==> config.mk <==
export PLATFORM = sky130hd
export DESIGN_NAME = cmd_regbuf
export DESIGN_NICKNAME = d
export VERILOG_FILES = /design/src/rtl/cmd_regbuf_pkg.sv /design/src/rtl/cmd_regbuf_csgate.sv /design/src/rtl/cmd_regbuf_dreg.sv /design/src/rtl/cmd_regbuf_ctlreg.sv /design/src/rtl/cmd_regbuf_parchk.sv /design/src/rtl/cmd_regbuf.sv
export SDC_FILE = /design/constraint.sdc
export NUM_CORES = 1
export LEC_CHECK = 0
export BUFFER_PORTS_ARGS = -buffer_cell sky130_fd_sc_hd__buf_2
export CAP_MARGIN = 20
export CORE_MARGIN = 5
export CORE_UTILIZATION = 30
export CTS_BUF_LIST = sky130_fd_sc_hd__clkbuf_4 sky130_fd_sc_hd__clkbuf_8
export CTS_CLUSTER_SIZE = 10
export DETAILED_ROUTE_END_ITERATION = 7
export HOLD_SLACK_MARGIN = 0.1
export SYNTH_ARGS = -nofsm -noshare
export SYNTH_HDL_FRONTEND = slang
export SYNTH_HIERARCHICAL = 1
export SYNTH_SLANG_ARGS = --single-unit
==> constraint.sdc <==
create_clock -name clk -period 3.65 [get_ports clk]
set_clock_uncertainty 0.15 [all_clocks]
set_input_delay 0.365 -clock clk [delete_from_list [all_inputs] [get_ports clk]]
set_output_delay 0.365 -clock clk [all_outputs]
set_load 0.1 [all_outputs]
==> src/rtl/cmd_regbuf_pkg.sv <==
package cmd_regbuf_pkg;

  localparam int FIELD_W = 28;

  // Position p (1-based) lives on bit p-1.
  function automatic logic [FIELD_W-1:0] used_mask(input logic cfg);
    logic [FIELD_W-1:0] m;
    for (int p = 1; p <= FIELD_W; p++) begin
      if (cfg)
        m[p-1] = (p <= 12) || (p >= 17 && p <= 20) || (p == 22) || (p >= 24);
      else
        m[p-1] = (p <= 5) || (p == 7) || (p >= 9 && p <= 12) || (p >= 17);
    end
    return m;
  endfunction

  // 1 when data plus parity carry an odd count of ones.
  function automatic logic odd_total(input logic [FIELD_W-1:0] d, input logic p);
    return ^{d, p};
  endfunction

endpackage

==> src/rtl/cmd_regbuf_csgate.sv <==
module cmd_regbuf_csgate #(
  parameter int N_PRI = 2,
  parameter int N_EXT = 2
) (
  input  logic [N_PRI-1:0] pri_n,
  input  logic [N_EXT-1:0] ext_n,
  input  logic             ext_en,
  output logic             cap_en
);
  logic pri_hit;
  logic ext_hit;

  assign pri_hit = (pri_n != {N_PRI{1'b1}});
  assign ext_hit = ext_en && (ext_n != {N_EXT{1'b1}});
  assign cap_en  = pri_hit || ext_hit;
endmodule

==> src/rtl/cmd_regbuf_dreg.sv <==
module cmd_regbuf_dreg #(
  parameter int W = 28
) (
  input  logic         clk,
  input  logic         rst_n,
  input  logic         cap_en,
  input  logic [W-1:0] lane_mask,
  input  logic [W-1:0] d,
  input  logic         par_d,
  output logic [W-1:0] q,
  output logic         par_q
);
  for (genvar i = 0; i < W; i++) begin : g_lane
    always_ff @(posedge clk or negedge rst_n) begin
      if (!rst_n)      q[i] <= 1'b0;
      else if (cap_en) q[i] <= d[i] & lane_mask[i];
    end
  end

  always_ff @(posedge clk or negedge rst_n) begin
    if (!rst_n)      par_q <= 1'b0;
    else if (cap_en) par_q <= par_d;
  end
endmodule

==> src/rtl/cmd_regbuf_ctlreg.sv <==
module cmd_regbuf_ctlreg #(
  parameter int W = 6
) (
  input  logic         clk,
  input  logic         rst_n,
  input  logic [W-1:0] d,
  output logic [W-1:0] q
);
  always_ff @(posedge clk or negedge rst_n) begin
    if (!rst_n) q <= '0;
    else        q <= d;
  end
endmodule

==> src/rtl/cmd_regbuf_parchk.sv <==
module cmd_regbuf_parchk #(
  parameter int W = 28
) (
  input  logic         clk,
  input  logic         rst_n,
  input  logic         cap_en,
  input  logic [W-1:0] data_q,
  input  logic         par_q,
  output logic         cap_vld,
  output logic         err_n
);
  logic total_odd;

  assign total_odd = ^{data_q, par_q};

  always_ff @(posedge clk or negedge rst_n) begin
    if (!rst_n) begin
      cap_vld <= 1'b0;
      err_n   <= 1'b1;
    end else begin
      cap_vld <= cap_en;
      if (cap_vld) err_n <= total_odd;
    end
  end
endmodule

==> src/rtl/cmd_regbuf.sv <==
module cmd_regbuf
  import cmd_regbuf_pkg::*;
#(
  parameter int CTL_W = 2,
  parameter int EXT_W = 2
) (
  input  logic               clk,
  input  logic               rst_n,
  input  logic               cfg_sel,
  input  logic [FIELD_W-1:0] d_in,
  input  logic               par_in,
  input  logic [CTL_W-1:0]   cs_n,
  input  logic [EXT_W-1:0]   cs_ext_n,
  input  logic               cs_ext_en,
  input  logic [CTL_W-1:0]   cke_in,
  input  logic [CTL_W-1:0]   odt_in,
  output logic [FIELD_W-1:0] q_a,
  output logic [FIELD_W-1:0] q_b,
  output logic [CTL_W-1:0]   cke_a,
  output logic [CTL_W-1:0]   cke_b,
  output logic [CTL_W-1:0]   odt_a,
  output logic [CTL_W-1:0]   odt_b,
  output logic [CTL_W-1:0]   cs_a,
  output logic [CTL_W-1:0]   cs_b,
  output logic               err_n
);
  localparam int SIDE_W = 3 * CTL_W;

  logic               cap_en;
  logic               cap_vld;
  logic               par_q;
  logic [FIELD_W-1:0] lane_mask;
  logic [FIELD_W-1:0] data_q;
  logic [SIDE_W-1:0]  side_q;

  assign lane_mask = used_mask(cfg_sel);

  cmd_regbuf_csgate #(.N_PRI(CTL_W), .N_EXT(EXT_W)) u_csgate (
    .pri_n (cs_n),
    .ext_n (cs_ext_n),
    .ext_en(cs_ext_en),
    .cap_en(cap_en)
  );

  cmd_regbuf_dreg #(.W(FIELD_W)) u_dreg (
    .clk      (clk),
    .rst_n    (rst_n),
    .cap_en   (cap_en),
    .lane_mask(lane_mask),
    .d        (d_in),
    .par_d    (par_in),
    .q        (data_q),
    .par_q    (par_q)
  );

  cmd_regbuf_ctlreg #(.W(SIDE_W)) u_ctlreg (
    .clk  (clk),
    .rst_n(rst_n),
    .d    ({cs_n, odt_in, cke_in}),
    .q    (side_q)
  );

  cmd_regbuf_parchk #(.W(FIELD_W)) u_parchk (
    .clk    (clk),
    .rst_n  (rst_n),
    .cap_en (cap_en),
    .data_q (data_q),
    .par_q  (par_q),
    .cap_vld(cap_vld),
    .err_n  (err_n)
  );

  assign q_a   = data_q;
  assign q_b   = data_q;
  assign cke_a = side_q[CTL_W-1:0];
  assign cke_b = side_q[CTL_W-1:0];
  assign odt_a = side_q[2*CTL_W-1:CTL_W];
  assign odt_b = side_q[2*CTL_W-1:CTL_W];
  assign cs_a  = side_q[3*CTL_W-1:2*CTL_W];
  assign cs_b  = side_q[3*CTL_W-1:2*CTL_W];
endmodule

# Word-level counts from Yosys, hierarchy flattened
# Index checks and enable logic that the tools add are counted.
# word_totals
reg_bits	33
latch_bits	0
ramBits	0
romBits	0
input_bits	41
output_inout_bits	69
word_cells	39
mem_count	0
# op_classes
n_addsub	0
multipliers	0
div_mod_pow	0
n_lt_le_gt_ge	0
eq_ne	2
shift	0
mux	2
bitwise	4
n_reduce_logical	3
# ops
operator	count
$reduce_xor 29->1	1
$and 1x1->1	4
$ne 2x2->1 const B	2
$mux 1	2
$logic_and 1x1->1	1
$logic_or 1x1->1	1

# Depth between registers and ports, before layout
# depth
ltp_word	3
ltp_mapped	6
ltp_nobuf	5

# By module
# The synthesis kept the hierarchy.
# modules_own_cells
module	instances	cells_per_inst	area_per_inst_um2	seq_area_each_um2
cmd_regbuf_dreg	1	120	1196.1	725.7
cmd_regbuf_parchk	1	28	334.1	51.3
cmd_regbuf	1	37	266.5	0.0
cmd_regbuf_ctlreg	1	6	150.1	150.1
cmd_regbuf_csgate	1	2	20.0	0.0

# Worst setup path before layout
# Ideal clock, no wire load.
# synth_timing
path_type	reg2reg
from	register, netlist name u_dreg/q[14]
to	register u_parchk.err_n
setup_time_ps	82
arrival_ps	2519
required_ps	3418
path_slack_ps	899
path_stages_with_launch	6
n_path_buf	0
period_less_slack_ps	2751
path_cell_list	dfrtp_1 -> xnor2_1 -> xnor3_1 -> xnor3_1 -> xnor3_1 -> mux2_4
# synth_rtl
element	line	rtl
end signal: assignment	cmd_regbuf_parchk.sv:22	if (cap_vld) err_n <= total_odd;
end: declaration	cmd_regbuf_parchk.sv:10	output logic err_n

# Worst setup path after layout
# layout_timing
from	register u_dreg.q[11]
to	register u_parchk.err_n
# layout_between
elab_chain_cells	1
# layout_lines
element	line	rtl
start: declaration	cmd_regbuf_dreg.sv:10	output logic [W-1:0] q,
start signal: indexed assignment	cmd_regbuf_dreg.sv:16	else if (cap_en) q[i] <= d[i] & lane_mask[i];
$reduce_xor 29->1	cmd_regbuf_parchk.sv:14	assign total_odd = ^{data_q, par_q};
# No other way between the ends.
# A chain may end at the register's enable or synchronous reset.

==> metrics.cfg <==
[status]
status = complete, no violations

[sta]
slew_viol_final = 0
finalSetupTns_ns = 0
rsz0062_at_grt = no
fin_crit_sh = 0.632
max_slew_margin = 0.448
period_needed_ns = 2.31
setup_slack_ns = 1.34
hold_violations = 0
tightestPinTransition_ns = 0.828
setup_viol = 0
fmaxAchievable_mhz = 434

[die]
num_rows = 29
fp.dieArea_sq_um = 8280
io_pins = 110
initial_utilization = 0.310
coreArea_sq_um = 6350
die_h_um = 91.0
die_width_um = 91.0

[placed_design]
gp_congestion = 0.680
post-place-ws_ns = 1.27
dpl.hpwl_um = 3200
port_buffers = 109

[drt]
wl_met2_um = 2050
drt_iter0_drc = 42
vias = 1500
post-route-drc-count = 0
via_per_inst = 3.98
ant_nets = 0
wl_per_cell_um = 11.2
drt_first_pass_iters = 4
wl_met3_um = 454
dr.max_layer_used = met4
wl_met1_um = 1680
wl_um = 4220

[power]
clockPowerShare = 0.189
power_frac_comb = 0.490
power.density_nw_per_um2 = 582
seq_power_share = 0.321
swShare = 0.474
switchingPower_uw = 707
intPower_uw = 784
irDropWorstVdd_v = 0.000244
p_leak_uw = 0.00141

[worst_setup_path]
cp.required_ns = 3.71
cp.arrival_ns = 2.37
path_max_fanout = 4
worst_path_max_delay_cell = xnor3_1
crit_chain = xnor2_1, xnor3_1, xnor3_1, xnor3_1, mux2_4
cp_common_cell = xnor3_1
end_kind = flop
critPathLaunchType = flop
critPathMaxStageDelay_ns = 0.43
critical_path_class = flop to flop
crit_buf_inv = 0
cpLargestDelayFamily = XOR/XNOR gates

[clock_network]
htree_levels = 2
cts_buffers = 5
cts.path.max_buffers = 2
clockRootBuffer = clkbuf_8
cts_setup_buffers = 0
cts_tree = built
cts.sinks = 37
path_clk_slew_ns = 0.07
clk_latency_ns = 0.28

[layout]
mostFrequentLayoutCells = buf_2, dfrtp_1, inv_1, nand3_1, conb_1
areaGrowthSynthToFinish_pct = 30.2
antenna_cells = 0
drive_above_1_share = 0.423
final_common_cell = buf_2
fin_nets = 340
num-fill-cells = 674

[yosys]
ys_seq_area_frac = 0.471
synth_area_sq_um = 1970
synthCells = 193
syn_avg_cell_area_sq_um = 10.2
synthDistinctLibCells = 20
synth-seq-cells = 37
synth_warnings = 6

[global_route]
antenna_found_initial = 0
grtUsageTotal = 0.103
overflow = 0
grt_pass1_vias = 1475
grt_pass1_wl_um = 7020
grt_max_degree = 59

[job]
drv_cap = 0

[hold_path]
hold_class = primary input to flop

## routing by layer
metal  vias to the layer above  GRT usage
met1                       666      0.121
met3                         4     0.0438
met4                         0     0.0330
met2                        65      0.171
met5                         -          0
li1                        765          -
## registers in the layout, indices dropped and copies added (netlist names)
register,cells
u_ctlreg/q,6
u_dreg/par_q,1
u_dreg/q,28
u_parchk/cap_vld,1
u_parchk/err_n,1
## Yosys cell counts (all sizes together)
cell type,number,share of area
o21ai,28,0.079
buf,38,0.15
conb,2,0.0038
nand3,29,0.076
a21bo,1,0.0051
xnor2,19,0.088
clkbuf,2,0.0051
dfstp,1,0.013
xor2,3,0.013
mux2,2,0.013
xnor3,3,0.034
inv,29,0.055
dfrtp,36,0.46
## final cells by class
cell class                 count  area (sq um)  share of cell area
clock buffer                   6          76.3              0.0298
clock inverter                 2          10.0             0.00391
inverter                      29           109              0.0425
multi-input combinational    109           699               0.273
sequential                    37           927               0.362
tap                           77          96.3              0.0376
timing repair buffer         117           643               0.251
## per-stage QoR
stage,instance area (sq um),power [uW],util,std cells,hold slack [ns]
detailed placement,2380,1220,0.374,361,0.325
finish,2560,1490,0.403,377,0.161
global route,2560,1560,0.403,377,0.147
floorplan,2050,1140,-,215,-0.0806
CTS,2530,1510,0.399,376,0.148
global placement,2380,1210,0.374,361,0.324
## repair_timing
action,4_1_cts,5_1_grt
hold buffers,7,0
endpoints found under the hold margin,42,0
gates resized for setup,0,0
## worst paths after layout
check / start / end / slack [ns] / depth (start not counted)
hold / removal: par_in / u_dreg/par_q / 0.16 / 2
setup / recovery: u_dreg/q[11] / u_parchk/err_n / 1.34 / 5
hold reg to reg: u_parchk/cap_vld / u_parchk/err_n / 0.37 / 1
max in group asynchronous: rst_n / u_dreg/q[12] / 2.24 / 2
min in group asynchronous: rst_n / u_ctlreg/q[2] / 0.58 / 2
setup reg to reg: u_dreg/q[11] / u_parchk/err_n / 1.34 / 5
## power by group through the flow
stage,Sequential (uW),Combinational (uW),Clock [uW]
floorplan,717,423,0
detailed placement,488,728,0
global placement,487,723,0
finish,479,730,282
CTS,481,736,297
global route,486,763,315
## kinds of logic after synthesis
family | share of synthesized area
xor gates and xnor gates | 0.136
and+or+nand+nor | 0.0763
buffers and inverters | 0.215
muxes | 0.0134
other | 0.00382
DFF | 0.471
AOI/OAI and AO/OA | 0.0840
Note: power is estimated with default switching activity, not from simulation.
